### config.mk
export PLATFORM = sky130hd
export DESIGN_NAME = ecc_err_log
export DESIGN_NICKNAME = d
export VERILOG_FILES = /design/src/rtl/ecc_log_pkg.sv /design/src/rtl/ecc_flag_pair.sv /design/src/rtl/ecc_capture.sv /design/src/rtl/ecc_err_log.sv
export SDC_FILE = /design/constraint.sdc
export NUM_CORES = 1
export LEC_CHECK = 0
export ABC_AREA = 1
export BUFFER_PORTS_ARGS = -buffer_cell sky130_fd_sc_hd__buf_2
export CAP_MARGIN = 20
export CORE_MARGIN = 10
export CORE_UTILIZATION = 34
export CTS_BUF_LIST = sky130_fd_sc_hd__clkbuf_4
export DETAILED_ROUTE_END_ITERATION = 7
export HOLD_SLACK_MARGIN = 0.1
export PLACE_DENSITY = 0.77
export SYNTH_ARGS = -nofsm -noshare
export SYNTH_HDL_FRONTEND = slang
export SYNTH_SLANG_ARGS = --single-unit
export TNS_END_PERCENT = 100
### constraint.sdc
create_clock -name clk -period 1 [get_ports clk]
set_input_delay 0.1 -clock clk [delete_from_list [all_inputs] [get_ports clk]]
set_output_delay 0.1 -clock clk [all_outputs]
set_load 0.03 [all_outputs]
### src/rtl/ecc_log_pkg.sv
package ecc_log_pkg;
  localparam int REG_W  = 32;
  localparam int FLAG_W = 4;

  typedef enum logic {
    CLS_CE = 1'b0,
    CLS_UE = 1'b1
  } err_cls_e;

  localparam int NUM_CLS = 2;
endpackage

### src/rtl/ecc_flag_pair.sv
module ecc_flag_pair (
  input  logic clk,
  input  logic rst_n,
  input  logic hit,
  input  logic clr_sts,
  input  logic clr_ovf,
  input  logic glb_clr,
  output logic sts_o,
  output logic ovf_o
);
  logic sts_q, ovf_q;

  always_ff @(posedge clk or negedge rst_n) begin
    if (!rst_n) begin
      sts_q <= 1'b0;
      ovf_q <= 1'b0;
    end else begin
      // a new error beats any clear in the same cycle
      if (hit)          sts_q <= 1'b1;
      else if (clr_sts) sts_q <= 1'b0;

      if (hit && sts_q)            ovf_q <= 1'b1;
      else if (clr_ovf || glb_clr) ovf_q <= 1'b0;
    end
  end

  assign sts_o = sts_q;
  assign ovf_o = ovf_q;


  hit_sets_sts_chk: assert property (@(posedge clk) disable iff (!rst_n)
    hit |=> sts_o);


  repeat_sets_ovf_chk: assert property (@(posedge clk) disable iff (!rst_n)
    (hit && sts_o) |=> ovf_o);


  w1c_sts_chk: assert property (@(posedge clk) disable iff (!rst_n)
    (clr_sts && !hit) |=> !sts_o);


  glb_clr_ovf_chk: assert property (@(posedge clk) disable iff (!rst_n)
    (glb_clr && !(hit && sts_o)) |=> !ovf_o);
endmodule

### src/rtl/ecc_capture.sv
module ecc_capture #(
  parameter int FIELD_W = 16
) (
  input  logic               clk,
  input  logic               rst_n,
  input  logic               load,
  input  logic [FIELD_W-1:0] din,
  output logic [FIELD_W-1:0] dout
);
  logic [FIELD_W-1:0] hold_q;

  always_ff @(posedge clk or negedge rst_n) begin
    if (!rst_n)    hold_q <= '0;
    else if (load) hold_q <= din;
  end

  assign dout = hold_q;


  load_takes_din_chk: assert property (@(posedge clk) disable iff (!rst_n)
    load |=> (dout == $past(din)));
endmodule

### src/rtl/ecc_err_log.sv
module ecc_err_log
  import ecc_log_pkg::*;
#(
  parameter int BANK_W  = 3,
  parameter int RANK_W  = 2,
  parameter int CHUNK_W = 3,
  parameter int SYND_W  = 8
) (
  input  logic               clk,
  input  logic               rst_n,
  input  logic               err_valid,
  output logic               err_ready,
  input  logic               err_uncorr,
  input  logic [BANK_W-1:0]  err_bank,
  input  logic [RANK_W-1:0]  err_rank,
  input  logic [CHUNK_W-1:0] err_chunk,
  input  logic [SYND_W-1:0]  err_synd,
  input  logic               reg_we,
  input  logic [31:0]        reg_wdata,
  output logic [31:0]        reg_rdata,
  input  logic               glb_ovf_clr
);
  localparam int FIELD_W = BANK_W + RANK_W + CHUNK_W + SYND_W;
  localparam int RSV_W   = REG_W - FLAG_W - FIELD_W;

  logic               take;
  logic [NUM_CLS-1:0] cls_hit, cls_sts, cls_ovf;
  logic               load;
  logic [FIELD_W-1:0] fields;
  logic [FLAG_W-1:0]  flags;
  logic               unused_wdata;

  assign err_ready = 1'b1;
  assign take      = err_valid && err_ready;

  assign cls_hit[int'(CLS_CE)] = take && !err_uncorr;
  assign cls_hit[int'(CLS_UE)] = take &&  err_uncorr;

  // flag bit 2*c is status, 2*c+1 is overflow for class c
  for (genvar c = 0; c < NUM_CLS; c++) begin : g_cls
    ecc_flag_pair u_flags (
      .clk     (clk),
      .rst_n   (rst_n),
      .hit     (cls_hit[c]),
      .clr_sts (reg_we && reg_wdata[2*c]),
      .clr_ovf (reg_we && reg_wdata[2*c+1]),
      .glb_clr (glb_ovf_clr),
      .sts_o   (cls_sts[c]),
      .ovf_o   (cls_ovf[c])
    );
    assign flags[2*c]   = cls_sts[c];
    assign flags[2*c+1] = cls_ovf[c];
  end

  // uncorrectable may replace correctable fields; never the reverse
  assign load = (cls_hit[int'(CLS_UE)] && !cls_sts[int'(CLS_UE)]) ||
                (cls_hit[int'(CLS_CE)] && !(|cls_sts));

  ecc_capture #(.FIELD_W(FIELD_W)) u_cap (
    .clk   (clk),
    .rst_n (rst_n),
    .load  (load),
    .din   ({err_bank, err_rank, err_chunk, err_synd}),
    .dout  (fields)
  );

  if (RSV_W > 0) begin : g_pad
    assign reg_rdata = {fields, {RSV_W{1'b0}}, flags};
  end else begin : g_nopad
    assign reg_rdata = {fields, flags};
  end

  assign unused_wdata = ^reg_wdata[31:FLAG_W];


  fields_frozen_chk: assert property (@(posedge clk) disable iff (!rst_n)
    ((|cls_sts) && !(cls_hit[int'(CLS_UE)] && !cls_sts[int'(CLS_UE)]))
      |=> $stable(reg_rdata[31:REG_W-FIELD_W]));


  ue_replaces_chk: assert property (@(posedge clk) disable iff (!rst_n)
    (take && err_uncorr && !reg_rdata[2])
      |=> (reg_rdata[REG_W-1 -: FIELD_W] ==
           $past({err_bank, err_rank, err_chunk, err_synd})));


  always_ready_chk: assert property (@(posedge clk) disable iff (!rst_n)
    err_ready);
endmodule

==> summary.txt <==
Clock network
  – CTS tree: done
  – H-Tree Depth: 1
  – CTS max path bufs: 2
  – Clk_lat worst skew: 0.31 ns
  – CTS Buf Count: 3
  – Clk sinks: 20
  – Root Buffer: clkbuf_4
  – Clock transition at path regs: 0.13 ns

Synthesis
  – Yosys top cell area share: 0.517
  – Largest area contributor in the netlist: dfrtp_1
  – Most frequent cells after synthesis: nand2_1, dfrtp_1, buf_4, nand3_1, o21ai_0
  – Largest cells by area after synthesis: dfrtp_1, nand2_1, buf_4, nand3_1, nor2_8
  – Flops & latches, synth: 20
  – Gate Count Post-Synth: 109
  – Seq/Total Area, Yosys: 0.517
  – Netlist cell types: 12
  – Most used DFF post-synth: dfrtp_1
  – Most frequent cell after synthesis: nand2_1
  – Fraction of registers with async set/reset: 1.00
  – Post-synth EDFFs: 0
  – Average size of a mapped cell: slightly below 9 µm²
  – Post-Synthesis Cell Area: 967 µm²
  – Synth warn: 0

Route
  – Router iterations before antenna repair: 4
  – Vias per inst: 4.43
  – Drt total wl: between 3 and 4 mm
  – Initial DRC count: 30
  – Final ANT Viol Nets: 0
  – DRC viols: 0
  – WL/cell: 14.6 µm
  – Routed vias: 989

Run status
  – Status: finished, violations left
  – Violated checks: negative setup slack

Power
  – Sw Ratio: 0.363
  – Pwr dens: ~1900 nW/µm²
  – Worst VDD drop: between 1.5 and 2 mV
  – Clk pwr share: 0.215
  – Internal Power: 2.03 mW
  – Switching power of the nets: 1.16 mW
  – Reg power frac: 0.346
  – Static leakage: ~0.93 nW
  – Logic pwr share: 0.439
  – Total power: 3.19 mW

Final layout
  – Layout Area Growth over Synthesis: 77.0%
  – Nets: 246
  – Ratio of cells with drive above 1 in the final layout: 0.377
  – Final Core Density: 0.626
  – Filler cell count: 225

STA
  – Setup TNS: -0.702 ns
  – Final Setup Violations: 18
  – Final Hold Viols: 0
  – Fmax: 935 MHz
  – RSZ-0062 raised after global routing: yes
  – Final WS setup: -0.0695 ns
  – Final clock skew: 0.00735 ns
  – Final Cycle Share: 1.07
  – Max Slew Vio Count: 0
  – Post-layout min period: 1.07 ns

Global routing
  – Initial antenna violation count: 0
  – First-pass GRT wire length: 4.63 mm
  – Number of global-route vias before repair: about 1,000
  – Overall Global Routing Usage: 0.109
  – Largest net degree at the start of global routing: 21
  – Grt total ovfl: 0

Critical path
  – Worst EP required: about 1.3 ns
  – Kind of critical path: reg2reg
  – WP data arrival: ~1.3 ns
  – R2R depth: 5
  – Critical path startpoint category: flop
  – Critical Path Sink Type: flop
  – Max FO, Critical Path: 10
  – R2r setup slk: -0.07 ns

Placement
  – Global placer's final weighted congestion: 0.649
  – Pre-CTS WS: ~0.036 ns
  – Port bufs: 45
  – Post-detail-place hpwl: 2.00 mm

Die
  – Die Ht: 73.3 µm
  – FP Rows: 19
  – Die Area: 5380 µm²
  – Core footprint: 2730 µm²
  – Die X: 73.3 µm
  – Initial Util: 0.354
  – I/O pin total: 87

Min path
  – Hold crit path type: in2reg
  – Hold depth: 3

Flow run
  – Max cap viols: 0
area by class of cell:
| class | instances | area [µm²] | share of cell area |
|---|---|---|---|
| antenna | 1 | 2.50 | 0.00146 |
| clock buffer | 3 | 22.5 | 0.0132 |
| clock inverter | 1 | 30.0 | 0.0175 |
| inverter | 3 | 11.3 | 0.00658 |
| multi-input combinational | 77 | 364 | 0.213 |
| sequential | 20 | 502 | 0.293 |
| tap | 31 | 38.8 | 0.0227 |
| timing repair buffer | 87 | 741 | 0.433 |
metal layers:
layer,share of wire,GRT usage
met5,0,0
met4,0.0049,0.0580
met3,0.055,0.0215
met2,0.59,0.202
met1,0.35,0.112
power by group through the flow:
stage	combinational [mW]	sequential [mW]	clock, mW
after floorplan	0.364	1.39	0
after global placement	0.915	1.07	0
after detailed placement	0.927	1.08	0
after CTS	1.07	1.07	0.693
after global routing	1.49	1.12	0.730
final	1.40	1.10	0.684
critical path, cell delays in order (launching register included):
cell and delay, ns:
dfrtp_2 0.44, buf_12 0.13, nor2_8 0.13, buf_6 0.16, nand3_1 0.08, nand2_1 0.08
flip-flops by register name, summed over array words and instances (netlist names):
register,count
g_cls.u_flags.sts_o,2
g_cls.u_flags.ovf_o,2
u_cap.dout,16
cell families (layout without fill, tap and decap cells):
group,after synthesis,after routing,synth area share
simple gates,61,61,0.288
buf+inv,23,94,0.171
flops,20,20,0.517
compound gates,3,3,0.0155
other cells,2,14,0.00776
cell usage in the layout (no fill, tap or decap), types with 3 or more instances in the layout:
master	count
o21ai_0	3
nand2_1	38
dlygate4sd3_1	26
dfrtp_1	19
buf_4	14
buf_2	26
nand3_1	18
buf_6	20
clkbuf_4	3
conb_1	13
metrics by stage:
step	instance area, µm²	hold slack [ns]	instances
global route	1710	0.142	222
floorplan	1010	-0.196	120
finish	1710	0.130	223
global placement	1150	0.0650	180
detailed placement	1150	0.0743	180
CTS	1510	0.125	211
repair_timing:
item	in CTS	in global routing
endpoints found under the setup margin	6	37
hold endpoints to repair	40	0
pin swaps	3	0
hold buffers	26	0
buffers inserted	1	11
resized for setup	9	48
path summary, 6_finish.rpt:
check,to,start
max in group asynchronous,g_cls[1].u_flags.sts_o,rst_n
worst min-delay path,g_cls[0].u_flags.ovf_o,err_valid
worst min register to register,u_cap.dout[12],u_cap.dout[12]
worst max register to register,u_cap.dout[6],g_cls[1].u_flags.sts_o
min in group asynchronous,u_cap.dout[4],rst_n
worst max-delay path,u_cap.dout[6],g_cls[1].u_flags.sts_o
No activity file was read; power rests on OpenSTA's default activity.
